$ cat src/rtl/netsim_pkg.sv
package netsim_pkg;

    typedef enum logic [1:0] {
        MODE_STEP  = 2'd0,
        MODE_ROUND = 2'd1,
        MODE_SIMUL = 2'd2,
        MODE_ALT   = 2'd3
    } sim_mode_e;

    typedef enum logic {
        PH_IDLE = 1'b0,
        PH_RUN  = 1'b1
    } phase_e;

endpackage

$ cat src/rtl/netsim_rules.sv
module netsim_rules #(
    parameter int N_ELEM = 5
) (
    input  logic [N_ELEM-1:0] masked,
    output logic [N_ELEM-1:0] nxt
);
    // Example ring network: each element ORs itself with its lower neighbour.
    for (genvar i = 0; i < N_ELEM; i++) begin : g_elem
        assign nxt[i] = masked[i] | masked[(i + N_ELEM - 1) % N_ELEM];
    end
endmodule

$ cat src/rtl/netsim_cmp.sv
module netsim_cmp #(
    parameter int W = 5
) (
    input  logic [W-1:0] a,
    input  logic [W-1:0] b,
    output logic         eq
);
    assign eq = (a == b);
endmodule

$ cat src/rtl/netsim_ctrl.sv
module netsim_ctrl
    import netsim_pkg::*;
#(
    parameter int N_ELEM = 5,
    parameter int CNT_W  = 16,
    localparam int IDX_W = $clog2(N_ELEM + 1)
) (
    input  logic              clk,
    input  logic              rst_n,
    input  logic              start,
    input  logic [1:0]        mode,
    input  logic [N_ELEM-1:0] init_state,
    input  logic [N_ELEM-1:0] inhibit,
    input  logic [CNT_W-1:0]  limit,
    output logic              sel_en,
    input  logic [IDX_W-1:0]  sel_idx,
    input  logic              sel_valid,
    output logic [N_ELEM-1:0] state,
    output logic              busy,
    output logic              done,
    output logic              round_done,
    output logic              steady
);

    localparam logic [N_ELEM-1:0] ALL_SET = {N_ELEM{1'b1}};

    typedef struct packed {
        phase_e            phase;
        logic [1:0]        mode;
        logic [N_ELEM-1:0] cur;
        logic [N_ELEM-1:0] prev;
        logic [N_ELEM-1:0] upd;
        logic [N_ELEM-1:0] inh;
        logic [CNT_W-1:0]  cnt;
        logic [CNT_W-1:0]  lim;
        logic              have_prev;
        logic              done;
    } ctrl_t;

    ctrl_t r_d, r_q;

    logic [N_ELEM-1:0] masked;
    logic [N_ELEM-1:0] nxt_vec;
    logic              round_full;
    logic              same_state;
    logic              run;
    logic              seq_mode;
    logic              idx_ok;
    logic              load_one;
    logic              load_all;
    logic              count_evt;
    logic              last_evt;

    assign masked = r_q.cur & ~r_q.inh;

    netsim_rules #(.N_ELEM(N_ELEM)) rules_i (
        .masked (masked),
        .nxt    (nxt_vec)
    );

    netsim_cmp #(.W(N_ELEM)) cmp_round_i (
        .a  (r_q.upd),
        .b  (ALL_SET),
        .eq (round_full)
    );

    netsim_cmp #(.W(N_ELEM)) cmp_steady_i (
        .a  (r_q.cur),
        .b  (r_q.prev),
        .eq (same_state)
    );

    always_comb begin
        run      = (r_q.phase == PH_RUN);
        seq_mode = (r_q.mode != MODE_SIMUL);
        idx_ok   = sel_valid && (sel_idx < IDX_W'(N_ELEM));
        load_one = run && seq_mode && idx_ok;
        load_all = run && !seq_mode;
        case (r_q.mode)
            MODE_ROUND: count_evt = run && round_full;
            MODE_SIMUL: count_evt = run;
            default:    count_evt = load_one;
        endcase
        last_evt = ({1'b0, r_q.cnt} + 1'b1) >= {1'b0, r_q.lim};

        r_d      = r_q;
        r_d.done = 1'b0;

        if (!run) begin
            if (start) begin
                r_d.phase     = PH_RUN;
                r_d.mode      = mode;
                r_d.cur       = init_state & ~inhibit;
                r_d.inh       = inhibit;
                r_d.prev      = '0;
                r_d.upd       = '0;
                r_d.cnt       = '0;
                r_d.lim       = limit;
                r_d.have_prev = 1'b0;
            end
        end else begin
            if (round_full) begin
                r_d.upd = '0;
            end
            if (load_one) begin
                for (int i = 0; i < N_ELEM; i++) begin
                    if (IDX_W'(i) == sel_idx) begin
                        r_d.cur[i] = nxt_vec[i] & ~r_q.inh[i];
                        r_d.upd[i] = 1'b1;
                    end
                end
                r_d.prev      = masked;
                r_d.have_prev = 1'b1;
            end
            if (load_all) begin
                r_d.cur       = nxt_vec & ~r_q.inh;
                r_d.upd       = ALL_SET;
                r_d.prev      = masked;
                r_d.have_prev = 1'b1;
            end
            if (count_evt) begin
                r_d.cnt = r_q.cnt + 1'b1;
                if (last_evt) begin
                    r_d.done  = 1'b1;
                    r_d.phase = PH_IDLE;
                end
            end
        end
    end

    always_ff @(posedge clk) begin
        if (!rst_n) begin
            r_q <= '0;
        end else begin
            r_q <= r_d;
        end
    end

    assign state      = r_q.cur;
    assign busy       = run;
    assign done       = r_q.done;
    assign sel_en     = run && seq_mode;
    assign round_done = run && round_full;
    assign steady     = r_q.have_prev && same_state;

    AST_DONE_SINGLE: assert property (@(posedge clk) disable iff (!rst_n)
        done |=> !done);
    AST_DONE_IDLE: assert property (@(posedge clk) disable iff (!rst_n)
        done |-> !busy);
    AST_IDLE_QUIET: assert property (@(posedge clk) disable iff (!rst_n)
        !busy |-> (!sel_en && !round_done));
    AST_ONE_ELEM: assert property (@(posedge clk) disable iff (!rst_n)
        (busy && r_q.mode != MODE_SIMUL) |=> ($countones(state ^ $past(state)) <= 1));
    AST_BAD_IDX: assert property (@(posedge clk) disable iff (!rst_n)
        (busy && r_q.mode != MODE_SIMUL && sel_valid && sel_idx >= IDX_W'(N_ELEM))
        |=> $stable(state));
    AST_INH_HELD: assert property (@(posedge clk) disable iff (!rst_n)
        busy |-> ((state & r_q.inh) == '0));
    AST_SIMUL_NO_EN: assert property (@(posedge clk) disable iff (!rst_n)
        (busy && r_q.mode == MODE_SIMUL) |-> !sel_en);

endmodule

$ cat config.mk
export PLATFORM = sky130hd
export DESIGN_NAME = netsim_ctrl
export DESIGN_NICKNAME = d
export VERILOG_FILES = /design/src/rtl/netsim_pkg.sv /design/src/rtl/netsim_rules.sv /design/src/rtl/netsim_cmp.sv /design/src/rtl/netsim_ctrl.sv
export SDC_FILE = /design/constraint.sdc
export NUM_CORES = 1
export LEC_CHECK = 0
export BUFFER_PORTS_ARGS = -buffer_cell sky130_fd_sc_hd__buf_2
export CAP_MARGIN = 25
export CORE_ASPECT_RATIO = 0.8
export CORE_MARGIN = 2
export CORE_UTILIZATION = 43
export DETAILED_ROUTE_END_ITERATION = 10
export PLACE_DENSITY = 0.73
export SLEW_MARGIN = 25
export SYNTH_ARGS = -nofsm -noshare
export SYNTH_HDL_FRONTEND = slang
export SYNTH_SLANG_ARGS = --single-unit
$ cat constraint.sdc
create_clock -name clk -period 2.32 [get_ports clk]
set_input_delay 0.232 -clock clk [delete_from_list [all_inputs] [get_ports clk]]
set_output_delay 0.232 -clock clk [all_outputs]
set_load 0.02 [all_outputs]
After elaboration in Yosys (flattened, before gate mapping). Cells that the tools add are included.

$lt $le $gt $ge: 2. Reductions and logical operators: 18. Equality and inequality tests: 16. Bitwise gates (word level): 21. Muxes and demuxes: 25. Add/subtract/negate cells: 2.

Operators with widths (count): 56-bit two-way mux (1); 15-bit two-way mux (3); 16-bit two-way mux (2); 3-bit by 1-bit inequality test with 1-bit output, second input constant (6); 3-bit AND reduction (6); 16-bit by 1-bit adder with 17-bit output, second input constant (1); 17-bit by 16-bit greater-or-equal comparator with 1-bit output (1); 1-bit two-way mux (17); 16-bit by 1-bit adder with 16-bit output, second input constant (1); 5-bit bitwise AND (3); 5-bit NOT (2); 2-bit by 3-bit equality test with 1-bit output, first input constant (2); 1-bit logical AND (6); 1-bit NOT (6); 2-bit AND reduction (3); 1-bit bitwise AND (5); 5-bit equality test (1); 5-bit equality test, second input constant (1); 5-bit two-way mux (1); 1-bit OR (5); 1-bit by 3-bit equality test with 1-bit output, first input constant (1); 3-bit equality test, first input constant (1); 3-bit logical NOT (1); 3-bit less-than comparator, second input constant (1); other kinds (7) (7).

Register bits after elaboration: 57. Word-level logic and storage cells: 98. Output and inout port bits: 10.

Longest topological paths before layout. Gate-level depths: netlist (run 1).

Word-level depth: 8. Mapped depth: 11. Depth with buffers taken out: 11.

Modules after synthesis. A second synthesis (run 1) with hierarchy kept.

Cell total of the unflattened synthesis: 420. Area, all modules: 3352.0 sq um.

By module, submodules not included: netsim_ctrl (area each 3203.1 sq um, cells an instance 401, sequential area each 1141.1 sq um, instances 1); netsim_cmp (area each 58.8 sq um, cells an instance 7, sequential area each 0.0 sq um, instances 2); netsim_rules (area each 31.3 sq um, cells an instance 5, sequential area each 0.0 sq um, instances 1).

Worst setup path before layout (run 1). Ideal clock, no wire load.

Path type: reg2reg. Start: register r_q[18] in the netlist's numbering. End: register r_q (netlist bit busy). Setup time: 0.135 ns. Path buffers: 0. Stages on the path, launching flop included: 12. Setup slack: -0.212 ns. Period minus slack after synthesis: 2.532 ns. Required time: 2.185 ns. Arrival time: 2.397 ns. Cell sequence: dfxtp_1 -> ha_1 -> nand4_1 -> nor3_1 -> nor2b_1 -> or2_1 -> ha_1 -> nand4_1 -> o41ai_1 -> nand2_1 -> o2111ai_1 -> a211oi_1.

Longest elaborated chain between the ends: 5.

Ends and longest elaborated chain: start: declaration (RTL line netsim_ctrl.sv:40) `ctrl_t r_d, r_q;`; start signal: assignment (RTL line netsim_ctrl.sv:135) `r_q <= r_d;`; 16-bit by 1-bit adder with 17-bit output (RTL line netsim_ctrl.sv:84) `last_evt = ({1'b0, r_q.cnt} + 1'b1) >= {1'b0, r_q.lim};`; 17-bit by 16-bit greater-or-equal comparator with 1-bit output (RTL line netsim_ctrl.sv:84); 1-bit two-way mux (RTL line netsim_ctrl.sv:123) `if (last_evt) begin`; 1-bit two-way mux (RTL line netsim_ctrl.sv:121) `if (count_evt) begin`; 1-bit two-way mux (RTL line netsim_ctrl.sv:89) `if (!run) begin`.

No other way between the ends. A chain may end at the register's enable or synchronous reset.

Worst setup path after layout (run 1). Same ends and word-level chain as after synthesis.

==> results.py, run 1 <==
metrics = {
    "sta": {
        "rsz0062_at_grt": "true",
        "slew_headroom": 0.4453,
        "period_minus_slack_ns": 2.519,
        "skew_ns": 0.008249,
        "slew_violations": 0,
        "tightest_slew_ns": 0.8309,
        "hold_viol": 0,
        "setup_ws_ns": -0.1991,
        "setup_violations": 2,
        "period_share": 1.086,
        "setup_tns_ns": -0.3537,
        "hold-worst-slack_ns": 0.1159,
        "fmax_ghz": 0.3970,
    },
    "die": {
        "initial_utilization": 0.4400,
        "die_h_um": 81.42,
        "dieArea_sq_mm": 0.008205,
        "ios": 45,
        "rows": 28,
        "core_region_area_sq_mm": 0.007322,
        "die_w_um": 100.8,
    },
    "synthesis": {
        "synth.area.mux_share": 0,
        "yosysSeqAreaShare": 0.3542,
        "syn_inst": 415,
        "syn_nets": 469,
        "synthTopCellsByArea": "dfxtp_1 35%, nand2_1 8.9%, a21oi_1 8.2%",
        "synth_ff_type": "dfxtp_1",
        "synthArstFlopShare": 0,
        "synth_compound_area_frac": 0.2004,
        "synth.most_common_cell": "nand2_1",
        "synthAdderAreaFrac": 0.07379,
        "synth.largest_area_cell": "dfxtp_1",
        "synth_area_sq_mm": 0.003222,
        "synth_edf_count": 0,
        "synth.top_cell.area_share": 0.3542,
        "synth_cell_types": 49,
        "synth_commonest_cells": "76 x nand2_1, 57 x dfxtp_1, 53 x a21oi_1",
        "yosys.area_share.xor_xnor": 0.04893,
        "yosys_warnings": 0,
        "yosys.area_share.simple": 0.2520,
        "ys_ff_latch": 57,
        "synth_top_family_by_area": "simple AND/OR/NAND/NOR gates",
        "post_synth.cell_area_avg_sq_um": 7.763,
    },
    "cts": {
        "numCtsBuffers": 9,
        "clockBufferDepth": 2,
        "cts_tree": "done",
        "clk_pin_slew_worst_paths_ns": 0.07,
        "cts_sinks": 57,
        "htree_levels": 3,
        "clk_latency_ns": 0.35,
        "cts_hold_buf": 0,
        "cts-root-buf": "clkbuf_8",
    },
    "worst_hold_path": {
        "min_path_type": "input pin to flop",
    },
    "global_routing": {
        "grt_max_degree": 49,
        "grt_pass1_wl_um": 12700,
        "grt_busiest_layer": "met1",
        "grt_use_met3": 0.05872,
        "first_global_vias": 2655,
        "use_met2": 0.2753,
        "grt_use_total": 0.1986,
        "grtUsageMet1": 0.2964,
        "antenna_found_initial": 0,
        "grt_overflow": 0,
    },
    "detailed_routing": {
        "firstDrtPassIters": 5,
        "drt_iter0_markers": 234,
        "wl_per_cell_um": 13.91,
        "dr_total_vias": 3127,
        "antenna_left": 0,
        "wirelength_um": 7999,
        "vias_per_cell": 5.438,
        "drc": 0,
    },
    "critical_path": {
        "crit_path_start_kind": "flop",
        "cp_slowest_cell": "dfxtp_4",
        "cp_num_buf_inv": 0,
        "cp_cell_sequence": "ha_4, nand4_1, nor3_2, nand3_1, xnor2_1, ha_1, nand3_2, o41ai_4, nand2_1, o2111ai_2, a211oi_1",
        "arrival_ns": 2.72,
        "crit_type": "flop to flop",
        "crit_path_max_fanout": 3,
        "worst_ep_required_time_ns": 2.52,
        "slowest_delay_ns": 0.37,
        "cp_top_family": "simple AND/OR/NAND/NOR gates",
        "crit_path_end_kind": "flop",
    },
    "cells_and_area": {
        "drive_above_1_share": 0.2557,
        "instances_no_fill": 575,
        "final_core_util": 0.5516,
        "nets": 534,
        "syn_to_final_growth_pct": 25.36,
        "n_antenna_cell": 0,
    },
    "status": {
        "run_status": "complete, but fails checks",
        "violations": "negative setup slack",
    },
    "power_and_ir_drop": {
        "ir_drop_v": 0.0004292,
        "seqPwrFrac": 0.426,
        "sw_frac_of_total": 0.2814,
        "p_comb_frac": 0.152,
        "clkPwrFrac": 0.422,
        "p_int_w": 0.001778,
        "power.leakage_nw": 1.688,
        "p_per_area_mw_per_mm2": 612.8,
        "power_switching_w": 0.0006965,
    },
    "job": {
        "cap_violations": 0,
    },
    "place": {
        "io_buffers": 44,
        "placed_cells": 556,
        "dpl.hpwl_um": 5658,
        "gp_congestion": 0.8806,
    },
}
-- worst paths after layout --
| check | to | slack [ns] | depth (start not counted) | from |
|---|---|---|---|---|
| worst max-delay path | busy | -0.20 | 11 | r_q[18] |
| worst min-delay path | r_q[10] | 0.12 | 3 | limit[8] |
| worst max register to register | busy | -0.20 | 11 | r_q[18] |
| worst min register to register | r_q[13] | 0.45 | 2 | r_q[13] |
-- layout by cell type (no fill, tap or decap), types with 4 or more instances in the layout --
| cell | n |
|---|---|
| nand2_1 | 76 |
| a21oi_1 | 52 |
| dfxtp_1 | 52 |
| buf_2 | 44 |
| buf_4 | 37 |
| nor2_1 | 21 |
| inv_1 | 21 |
| ha_1 | 18 |
| nand4_1 | 13 |
| nand3_1 | 12 |
| o21ai_0 | 9 |
| clkbuf_8 | 9 |
| xor2_1 | 8 |
| xnor2_1 | 8 |
| nor3_1 | 8 |
| nand2b_1 | 6 |
| a311oi_1 | 6 |
| o21ai_1 | 5 |
| nor3_2 | 4 |
| nor2b_1 | 4 |
-- per-stage QoR --
| stage | instance area (sq um) | power [W] | setup WS, ns |
|---|---|---|---|
| 3_5_place_dp | 3697 | 0.001424 | -0.3049 |
| 3_3_place_gp | 3697 | 0.001415 | -0.1364 |
| 6_report | 4039 | 0.002475 | -0.1991 |
| 5_1_grt | 4039 | 0.002580 | -0.3155 |
| 4_1_cts | 3989 | 0.002485 | -0.01581 |
| 2_1_floorplan | 3244 | 0.001316 | 0.007963 |
-- flip-flops by register name (all words and copies together) (netlist names) --
| register | count |
|---|---|
| busy | 1 |
| r_q | 50 |
| done | 1 |
| state | 5 |
-- metal layers --
metal / wire length, um / vias to the layer above
met2: 3395 / 103
met5: 0 / -
li1: - / 1582
met1: 4042 / 1428
met4: 100 / 0
met3: 459 / 14
-- area by class of cell --
type	count	area, sq um
flip-flops and latches	57	1152
repair buffers	81	498.0
multi-input cells	307	1968
inverters	24	90.09
fillers	662	3283
clock inverters	6	90.09
clock buffers	10	127.6
well taps	90	112.6
-- repair_timing --
action                                  CTS  global route
hold endpoints to repair                  0             0
pin swaps                                17             4
buffers inserted                          1             2
endpoints found under the setup margin    2             7
gates resized for setup                  15             7
-- tightest hold or removal path, stage by stage --
cell	delay, ns
buf_2	0.09
nand2_1	0.04
a21oi_1	0.05
-- kinds of logic after synthesis --
kind of cell	Yosys count
AOI/OAI and AO/OA	102
xor gates and xnor gates	18
adders and majority gates	19
buffers and inverters	51
DFF	57
and+or+nand+nor	168
-- power by group through the flow --
stage / clock network, W / logic [W] / registers [W]
finish: 0.00104 / 0.000377 / 0.00105
global route: 0.00110 / 0.000417 / 0.00106
CTS: 0.00106 / 0.000366 / 0.00105
detailed placement: 0 / 0.000347 / 0.00108
global placement: 0 / 0.000340 / 0.00108
floorplan: 0 / 0.000246 / 0.00107
(Power assumes the default switching activity.)
==> run 2, diff against run 1 <==
REMOVE_ABC_BUFFERS = 1   (was unset)
==> results.py, run 2 (synthesis gave the netlist of run 1 again) <==
metrics = {
    "cells_and_area": {
        "n_antenna_cell": 0,
        "drive_above_1_share": 0.2562,
        "fillers": 672,
        "largest_reg_flops": 50,
        "nets": 533,
        "largest-register": "r_q",
        "layout_commonest_cell": "nand2_1",
        "final_cell_mix": "76 x nand2_1, 54 x dfxtp_1, 52 x a21oi_1",
        "final_core_util": 0.5537,
        "syn_to_final_growth_pct": 25.83,
    },
    "detailed_routing": {
        "firstDrtPassIters": 4,
        "wl_per_cell_um": 14.34,
        "antenna_left": 0,
        "vias_per_cell": 5.488,
        "dr_total_vias": 3150,
        "drt_iter0_markers": 191,
        "drc": 0,
        "wirelength_um": 8231,
    },
    "critical_path": {
        "cp_cell_sequence": "ha_4, and4_4, nand2_1, xnor2_2, ha_1, nand4_1, buf_4, o41ai_2, nand2_1, o2111ai_4, a211oi_2",
        "worst_ep_required_time_ns": 2.51,
        "slowest_delay_ns": 0.37,
        "crit_path_frequent_cell": "nand2_1",
        "crit_path_max_fanout": 4,
        "crit_path_start_kind": "flop",
        "crit_type": "flop to flop",
        "cp_slowest_cell": "dfxtp_4",
        "cp_top_family": "simple AND/OR/NAND/NOR gates",
        "cp_num_buf_inv": 1,
        "crit_path_end_kind": "flop",
        "arrival_ns": 2.66,
    },
    "die": {
        "rows": 28,
        "core_region_area_sq_mm": 0.007322,
        "ios": 45,
        "die_h_um": 81.42,
        "dieArea_sq_mm": 0.008205,
        "initial_utilization": 0.4400,
        "die_w_um": 100.8,
    },
    "worst_hold_path": {
        "min_path_type": "input pin to flop",
    },
    "cts": {
        "cts_sinks": 57,
        "clockBufferDepth": 2,
        "htree_levels": 3,
        "clk_latency_ns": 0.35,
        "clk_pin_slew_worst_paths_ns": 0.08,
        "cts_tree": "done",
        "numCtsBuffers": 9,
        "cts_hold_buf": 0,
        "cts-root-buf": "clkbuf_8",
    },
    "global_routing": {
        "grt_pass1_wl_um": 13900,
        "grt_use_total": 0.2166,
        "grt_max_degree": 49,
        "antenna_found_initial": 0,
        "grt_overflow": 0,
        "first_global_vias": 2911,
    },
    "sta": {
        "setup_violations": 2,
        "slew_headroom": 0.4149,
        "slew_violations": 0,
        "period_minus_slack_ns": 2.463,
        "tightest_slew_ns": 0.8764,
        "rsz0062_at_grt": "true",
        "skew_ns": 0.008797,
        "setup_ws_ns": -0.1430,
        "hold_viol": 0,
        "fmax_ghz": 0.4060,
        "period_share": 1.062,
    },
    "power_and_ir_drop": {
        "ir_drop_v": 0.0003415,
        "power.total_w": 0.002399,
        "p_per_area_mw_per_mm2": 591.8,
        "power.leakage_nw": 1.682,
    },
    "place": {
        "io_buffers": 44,
        "dpl.hpwl_um": 5714,
        "gp_congestion": 0.8802,
    },
    "status": {
        "run_status": "complete, but fails checks",
        "violations": "negative setup slack",
    },
    "job": {
        "cap_violations": 0,
    },
}
run 2: changes by cell type in the layout (fill, tap and decap cells not counted), sizes merged:
cell    delta
buf        -1
inv        -1
clkbuf     -1
clkinv     +3
bufinv     -1
run 2: layout make-up:
cell class / count / area, sq um / share of cell area
clock buffer: 9 / 123.9 / 0.03056
sequential: 57 / 1147 / 0.2830
tap: 90 / 112.6 / 0.02778
clock inverter: 7 / 80.08 / 0.01975
inverter: 24 / 90.09 / 0.02222
multi-input combinational: 307 / 1997 / 0.4926
timing repair buffer: 80 / 503.0 / 0.1241
run 2: worst min-delay path, cell delays in order:
cell,delay (ns)
buf_2,0.09
nand2_1,0.04
a21oi_1,0.05
run 2: per-stage QoR:
step	setup slack [ns]	hold WS (ns)	TNS, ns	cell area [sq um]	std cells
global route	-0.2801	0.1119	-0.5158	4054	574
finish	-0.1430	0.1117	-0.2508	4054	574
detailed placement	-0.3458	0.4501	-0.6272	3680	555
global placement	-0.1803	0.4423	-0.3026	3680	555
floorplan	-0.2323	0.3504	-0.4269	3084	388
CTS	-0.09843	0.09251	-0.1706	4013	573
run 2: worst paths after layout:
path | from | to | slack [ns] | cells past startpoint
min | limit[14] | r_q[16] | 0.11 | 3
max reg2reg | r_q[19] | busy | -0.14 | 11
min reg2reg | r_q[8] | r_q[8] | 0.46 | 2
max | r_q[19] | busy | -0.14 | 11
run 2: repair_timing:
action                                  in CTS  in global routing
buffers inserted                             2                  1
endpoints found under the setup margin       2                  9
resized for setup                           22                  6
pin swaps                                   19                  4
endpoints found under the hold margin        0                  0
run 2: report_power, final:
part / total [W] / internal (W) / leakage, nW / switching, W
Combinational: 0.000386 / 0.000156 / 1.12 / 0.000230
Clock: 0.000958 / 0.000504 / 0.0960 / 0.000454
Sequential: 0.00106 / 0.00102 / 0.466 / 0.0000366
run 2: routing by layer:
metal  GRT usage  wire length [um]  vias to the layer above
li1            -                 -                     1581
met1      0.2975              3938                     1457
met3     0.04766               511                       13
met2      0.3333              3653                       99
met4     0.08356               128                        0
met5           0                 0                        -
